**src/rtl/mac_pkg.sv**
```systemverilog
package mac_pkg;

  typedef struct packed {
    logic neg;
    logic one;
    logic two;
  } booth_sel_t;

  // vectors left after l levels of 3:2 compression of m operands
  function automatic int vec_cnt(int m, int l);
    int n;
    n = m;
    for (int i = 0; i < l; i++) n = n - n / 3;
    return n;
  endfunction

  function automatic int num_levels(int m);
    int n;
    int l;
    n = m;
    l = 0;
    while (n > 2) begin
      n = n - n / 3;
      l++;
    end
    return l;
  endfunction

  // behavioural round-half-up and clamp, used by checks only
  function automatic longint ref_round_sat(longint total, int frac, int n);
    longint v;
    longint hi;
    longint lo;
    v  = (total + (longint'(1) <<< (frac - 1))) >>> frac;
    hi = (longint'(1) <<< (n - 1)) - 1;
    lo = -hi - 1;
    if (v > hi) v = hi;
    if (v < lo) v = lo;
    return v;
  endfunction

endpackage

```
**src/rtl/mac_csa3.sv**
```systemverilog
module mac_csa3 #(
  parameter int W = 34
) (
  input  logic [W-1:0] x_i,
  input  logic [W-1:0] y_i,
  input  logic [W-1:0] z_i,
  output logic [W-1:0] sum_o,
  output logic [W-1:0] carry_o
);
  assign sum_o = x_i ^ y_i ^ z_i;
  assign carry_o[0] = 1'b0;
  assign carry_o[W-1:1] = (x_i[W-2:0] & y_i[W-2:0]) |
                          (y_i[W-2:0] & z_i[W-2:0]) |
                          (x_i[W-2:0] & z_i[W-2:0]);
endmodule

```
**src/rtl/mac_booth_row.sv**
```systemverilog
module mac_booth_row
  import mac_pkg::*;
#(
  parameter int N     = 16,
  parameter int W     = 34,
  parameter int SHIFT = 0
) (
  input  logic [N-1:0] mcand_i,
  input  logic [2:0]   trip_i,
  output logic [W-1:0] row_o,
  output logic         inv_o
);
  booth_sel_t  sel;
  logic [W-1:0] a_ext;
  logic [W-1:0] mag;

  // radix-4 digit from bits {b[2i+1], b[2i], b[2i-1]}
  assign sel.neg = trip_i[2] & ~(trip_i[1] & trip_i[0]);
  assign sel.one = trip_i[1] ^ trip_i[0];
  assign sel.two = (trip_i[2] & ~trip_i[1] & ~trip_i[0]) |
                   (~trip_i[2] & trip_i[1] & trip_i[0]);

  assign a_ext = {{(W-N){mcand_i[N-1]}}, mcand_i};

  always_comb begin
    if (sel.two)      mag = a_ext << 1;
    else if (sel.one) mag = a_ext;
    else              mag = '0;
  end

  // ones' complement here; the +1 enters the tree through inv_o
  assign row_o = (sel.neg ? ~mag : mag) << SHIFT;
  assign inv_o = sel.neg;
endmodule

```
**src/rtl/mac_mul_core.sv**
```systemverilog
module mac_mul_core
  import mac_pkg::*;
#(
  parameter int N = 16,
  parameter int W = 34
) (
  input  logic [N-1:0] mcand_i,
  input  logic [N-1:0] mplier_i,
  output logic [W-1:0] sum_o,
  output logic [W-1:0] carry_o
);
  localparam int ROWS = N / 2;
  localparam int M    = ROWS + 1;
  localparam int NL   = num_levels(M);

  logic [N:0]      b_ext;
  logic [ROWS-1:0] inv;
  logic [W-1:0]    inv_vec;
  logic [W-1:0]    lvl [0:NL][0:M-1];

  assign b_ext = {mplier_i, 1'b0};

  for (genvar i = 0; i < ROWS; i++) begin : g_row
    mac_booth_row #(.N(N), .W(W), .SHIFT(2*i)) i_row (
      .mcand_i (mcand_i),
      .trip_i  (b_ext[2*i+2:2*i]),
      .row_o   (lvl[0][i]),
      .inv_o   (inv[i])
    );
  end

  always_comb begin
    inv_vec = '0;
    for (int i = 0; i < ROWS; i++) inv_vec[2*i] = inv[i];
  end
  assign lvl[0][ROWS] = inv_vec;

  for (genvar l = 0; l < NL; l++) begin : g_lvl
    localparam int CN = vec_cnt(M, l);
    localparam int G  = CN / 3;
    for (genvar k = 0; k < G; k++) begin : g_csa
      mac_csa3 #(.W(W)) i_csa (
        .x_i     (lvl[l][3*k]),
        .y_i     (lvl[l][3*k+1]),
        .z_i     (lvl[l][3*k+2]),
        .sum_o   (lvl[l+1][2*k]),
        .carry_o (lvl[l+1][2*k+1])
      );
    end
    for (genvar j = 3*G; j < CN; j++) begin : g_pass
      assign lvl[l+1][2*G + j - 3*G] = lvl[l][j];
    end
    for (genvar j = CN - G; j < M; j++) begin : g_zero
      assign lvl[l+1][j] = '0;
    end
  end

  assign sum_o   = lvl[NL][0];
  assign carry_o = lvl[NL][1];
endmodule

```
**src/rtl/mac_acc_add.sv**
```systemverilog
module mac_acc_add #(
  parameter int N = 16,
  parameter int W = 34
) (
  input  logic [W-1:0] sum_i,
  input  logic [W-1:0] carry_i,
  input  logic [N-1:0] addend_i,
  output logic [N-1:0] result_o
);
  localparam int FR = N - 1;
  localparam logic [N-1:0] POS_MAX = {1'b0, {(N-1){1'b1}}};
  localparam logic [N-1:0] NEG_MAX = {1'b1, {(N-1){1'b0}}};

  logic [W-1:0]  add_vec;
  logic [W-1:0]  s3;
  logic [W-1:0]  c3;
  logic [W-1:0]  total;
  logic [W-FR-1:0] hi;
  logic          ovf;

  // addend lands at bit FR; its zero low bits carry the half-LSB round constant
  assign add_vec = ({{(W-N){addend_i[N-1]}}, addend_i} << FR) | (W'(1) << (FR - 1));

  mac_csa3 #(.W(W)) i_csa (
    .x_i     (sum_i),
    .y_i     (carry_i),
    .z_i     (add_vec),
    .sum_o   (s3),
    .carry_o (c3)
  );

  assign total = s3 + c3;
  assign hi    = total[W-1:FR];
  assign ovf   = ~((&hi[W-FR-1:N-1]) | ~(|hi[W-FR-1:N-1]));

  always_comb begin
    if (ovf) result_o = hi[W-FR-1] ? NEG_MAX : POS_MAX;
    else     result_o = hi[N-1:0];
  end
endmodule

```
**src/rtl/booth_mac.sv**
```systemverilog
module booth_mac
  import mac_pkg::*;
#(
  parameter int N = 16
) (
  input  logic         clk_i,
  input  logic         rst_ni,
  input  logic         in_valid_i,
  output logic         in_ready_o,
  input  logic [N-1:0] mcand_i,
  input  logic [N-1:0] mplier_i,
  input  logic [N-1:0] addend_i,
  output logic         out_valid_o,
  input  logic         out_ready_i,
  output logic [N-1:0] result_o
);
  localparam int W = 2 * N + 2;

  logic [W-1:0] core_sum;
  logic [W-1:0] core_carry;
  logic         s1_v_q;
  logic [W-1:0] s1_sum_q;
  logic [W-1:0] s1_carry_q;
  logic [N-1:0] s1_add_q;
  logic         out_v_q;
  logic [N-1:0] res_q;
  logic [N-1:0] acc_res;
  logic         s2_ready;
  logic         s1_adv;

  mac_mul_core #(.N(N), .W(W)) i_core (
    .mcand_i  (mcand_i),
    .mplier_i (mplier_i),
    .sum_o    (core_sum),
    .carry_o  (core_carry)
  );

  assign s2_ready   = ~out_v_q | out_ready_i;
  assign s1_adv     = ~s1_v_q | s2_ready;
  assign in_ready_o = s1_adv;

  always_ff @(posedge clk_i or negedge rst_ni) begin
    if (!rst_ni) begin
      s1_v_q     <= 1'b0;
      s1_sum_q   <= '0;
      s1_carry_q <= '0;
      s1_add_q   <= '0;
    end else if (s1_adv) begin
      s1_v_q <= in_valid_i;
      if (in_valid_i) begin
        s1_sum_q   <= core_sum;
        s1_carry_q <= core_carry;
        s1_add_q   <= addend_i;
      end
    end
  end

  mac_acc_add #(.N(N), .W(W)) i_acc (
    .sum_i    (s1_sum_q),
    .carry_i  (s1_carry_q),
    .addend_i (s1_add_q),
    .result_o (acc_res)
  );

  always_ff @(posedge clk_i or negedge rst_ni) begin
    if (!rst_ni) begin
      out_v_q <= 1'b0;
      res_q   <= '0;
    end else if (s2_ready) begin
      out_v_q <= s1_v_q;
      if (s1_v_q) res_q <= acc_res;
    end
  end

  assign out_valid_o = out_v_q;
  assign result_o    = res_q;


  prod_chk: assert property (@(posedge clk_i) disable iff (!rst_ni)
    (in_valid_i && in_ready_o) |->
      (core_sum + core_carry) ==
      ($signed({{(W-N){mcand_i[N-1]}}, mcand_i}) * $signed({{(W-N){mplier_i[N-1]}}, mplier_i})));


  acc_chk: assert property (@(posedge clk_i) disable iff (!rst_ni)
    (s1_v_q && s2_ready) |=>
      longint'($signed(result_o)) ==
      $past(ref_round_sat(longint'($signed(s1_sum_q + s1_carry_q)) +
                          (longint'($signed(s1_add_q)) <<< (N - 1)), N - 1, N)));


  lat_chk: assert property (@(posedge clk_i) disable iff (!rst_ni)
    (s1_v_q && s2_ready) |=> out_valid_o);


  hold_chk: assert property (@(posedge clk_i) disable iff (!rst_ni)
    (out_valid_o && !out_ready_i) |=> (out_valid_o && $stable(result_o)));


  full_chk: assert property (@(posedge clk_i) disable iff (!rst_ni)
    (s1_v_q && out_valid_o && !out_ready_i) |-> !in_ready_o);


  s1_hold_chk: assert property (@(posedge clk_i) disable iff (!rst_ni)
    (s1_v_q && !s2_ready) |=> (s1_v_q && $stable(s1_sum_q) && $stable(s1_carry_q)));
endmodule

```
**config.mk**
```make
export PLATFORM = sky130hd
export DESIGN_NAME = booth_mac
export DESIGN_NICKNAME = d
export VERILOG_FILES = /design/src/rtl/mac_pkg.sv /design/src/rtl/mac_csa3.sv /design/src/rtl/mac_booth_row.sv /design/src/rtl/mac_mul_core.sv /design/src/rtl/mac_acc_add.sv /design/src/rtl/booth_mac.sv
export SDC_FILE = /design/constraint.sdc
export NUM_CORES = 1
export LEC_CHECK = 0
export ABC_AREA = 1
export BUFFER_PORTS_ARGS = -buffer_cell sky130_fd_sc_hd__buf_2
export CORE_ASPECT_RATIO = 1.2
export CORE_MARGIN = 2
export CORE_UTILIZATION = 41
export DETAILED_ROUTE_END_ITERATION = 8
export PLACE_DENSITY = 0.7
export SLEW_MARGIN = 20
export SYNTH_ARGS = -nofsm -noshare
export SYNTH_HDL_FRONTEND = slang
export SYNTH_HIERARCHICAL = 1
export SYNTH_SLANG_ARGS = --single-unit
```
**constraint.sdc**
```tcl
create_clock -name clk_i -period 3 [get_ports clk_i]
set_clock_uncertainty 0.2 [all_clocks]
set_input_delay 0.45 -clock clk_i [delete_from_list [all_inputs] [get_ports clk_i]]
set_output_delay 0.45 -clock clk_i [all_outputs]
set_load 0.02 [all_outputs]
```
==> run summary <==
Critical path class: in -> reg
Flops & latches, synth: 102
Worst Tran Pin Value: 0.903 ns
Number of clock sinks: 102
Req. time, crit path: 3.09 ns
Final #Nets: 3415
Starting Density: 41.3%
Vias post-DR: 18700
Core footprint: 47800 um^2
Die X-Extent: 204 um
DR vias/cell: 5.05
Vias in the first global route: 18600
Area Growth Syn to Fin: 29.2%
P per Cell Area: 1080 nW/um^2
Slew HR: 39.8%
Antenna-violating nets left: 0
Met3 Track Usage GR: 1.96%
Most frequent cells in the layout: nand2_1, nand3_1, inv_1
Predominant post-synthesis flop cell: dfrtp_1
Unrepaired setup endpoints after global routing: true
WL final: 57100 um
Fmax: 0.277 GHz
GRT Resource Usage Total: 23.2%
Die area: 50000 um^2
Largest net degree at the start of global routing: 87
Met2 global-route usage: 41.2%
Post-route setup slack: -0.609 ns
DRC violations left: 0
Dpl cells: 3598
CP endpoint kind: flop
Total gr overflow: 0
Post-route insts no fill: 3693
Commonest non-fill, non-tap cell in the layout: nand2_1
Mapped Area: 19800 um^2
Number of antenna violations at the first check in global routing: 0
CTS tree: yes
Routed length per instance: 15.5 um
Pins Over Slew Limit: 0
Failing checks: negative setup slack
PortBufs: 69
CTS clock-pin slew for the worst setup and hold paths: 0.07 ns
Worst Hold Class: in -> reg
Synth warn: 6
Sequential area share after synthesis: 12.9%
Cts bufs inserted: 9
Synth cell types: 39
Critical Path Fanout Max: 6
Syn Inst Count: 2835
N_diodes: 0
Fillers: 4367
Final Hold Fails: 0
Setup Viol. Count Final: 79
Clk_lat worst skew: 0.35 ns
Clock root cell: clkbuf_16
Fin crit share: 120%
Met1 Use GR: 28.6%
DP HPWL: 39200 um
1st-pass router iterations: 6
Startpoint types: input pin
# rows: 88
Htree depth: 3
1st-iter DRT viols: 1153
CP arrival: 3.70 ns
Fin crit period: 3.61 ns
Placement Setup Slack: -1.01 ns
Max-cap viol count: 0
Share of cells above drive strength 1: 30.8%
Status: complete, but fails checks
Io pins: 70
First-pass GRT wire length: 93900 um
P_leak: 0.0134 uW
Post-synth ARST share: 100%
Die span in y: 244 um
GRT Max-Usage Layer: met2
Number of synthesized flops with an enable pin: 0
Syn avg cell area: 6.97 um^2
Routability Congestion: 0.938
Peak supply drop: 0.786 mV
CTS max path bufs: 2
cells in the mapped netlist, types with 3 or more instances:
cell type	instances	area, um^2
a21oi_1	39	195
a31oi_1	3	18.8
buf_2	88	440
buf_4	170	1280
buf_6	15	169
clkbuf_1	6	22.5
conb_1	18	67.6
dfrtp_1	102	2550
fa_1	264	5290
ha_1	40	500
inv_1	353	1330
inv_2	17	63.8
nand2_1	944	3540
nand2_2	27	169
nand3_1	617	3090
nand3_2	11	110
nand3_4	9	158
nor2_1	45	169
nor2_8	8	160
o21ai_0	6	30.0
o21ai_1	9	45.0
o21bai_1	10	75.1
xnor2_1	7	61.3
xor2_1	7	61.3
registers in the layout, summed over array words and instances (netlist names):
| register | cells |
|---|---|
| s1_carry_q | 34 |
| s1_sum_q | 34 |
| result_o | 16 |
| s1_v_q | 1 |
| s1_add_q | 16 |
| out_valid_o | 1 |
worst paths after layout:
kind	cells after the start	startpoint	slack, ns	endpoint
worst max register to register	17	s1_sum_q[22]	-0.16	result_o[11]
worst min register to register	2	result_o[0]	0.27	result_o[0]
max in group asynchronous	3	rst_ni	1.54	s1_v_q
min in group asynchronous	2	rst_ni	0.37	s1_sum_q[1]
worst max-delay path	14	mplier_i[1]	-0.61	s1_sum_q[9]
worst min-delay path	3	addend_i[12]	0.13	s1_add_q[12]
power breakdown:
part,internal (uW),leakage [uW],switching [uW]
sequential,2030,0.00125,494
combinational,11200,0.0120,12600
clock,678,0.000147,556
total,13900,0.0134,13600
cell type report:
cell class	instances	area [um^2]	share of cell area, %
multi-input cells	2178	16500	64.5
repair buffers	398	3990	15.6
flip-flops and latches	102	2550	10.0
inverters	370	1410	5.53
well taps	630	788	3.09
clock buffers	10	239	0.937
clock inverters	5	66.3	0.260
cells by family (layout without fill, tap and decap cells):
| logic type | count (synthesis) | in the layout | synth area share [%] |
|---|---|---|---|
| compound gates | 71 | 71 | 2.00 |
| flops | 102 | 102 | 12.9 |
| xor+xnor | 14 | 14 | 0.621 |
| simple gates | 1675 | 1680 | 38.0 |
| buf+inv | 651 | 783 | 16.8 |
| other cells | 18 | 109 | 0.342 |
| fa+ha+maj | 304 | 304 | 29.3 |
worst max-delay path, stage by stage:
cell and delay (ns):
buf_12 0.12, ha_4 0.32, buf_12 0.14, nand2_4 0.05
inv_2 0.06, nand3_2 0.11, nand3_2 0.10, nand2_2 0.09
fa_1 0.53, fa_2 0.60, fa_2 0.43, fa_2 0.54
nand3_1 0.06, nand2_1 0.10
metrics by stage:
stage	util (%)	power, uW	setup TNS (ns)	area, um^2	hold slack, ns
2_1_floorplan	-	14900	-37.13	20800	-0.0456
3_3_place_gp	46.6	19900	-55.82	22300	0.212
3_5_place_dp	46.6	20500	-59.42	22300	0.210
4_1_cts	51.8	25800	-26.51	24800	0.127
5_1_grt	53.4	30200	-37.92	25500	0.136
6_report	53.4	27500	-29.21	25500	0.127
repair_timing:
item                                   in CTS  in global routing
setup buffers                              58                 10
setup endpoints to repair                  79                 80
hold buffers                                1                  0
endpoints found under the hold margin      28                  0
gates cloned                               10                  2
resized for setup                         354                174
pin swaps                                 150                126
layer usage:
| layer | vias up | share of wire (%) |
|---|---|---|
| li1 | 9030 | - |
| met1 | 8936 | 40 |
| met3 | 146 | 4.5 |
| met5 | - | 0 |
| met2 | 542 | 51 |
| met4 | 0 | 4.7 |
(Power assumes the default switching activity.)
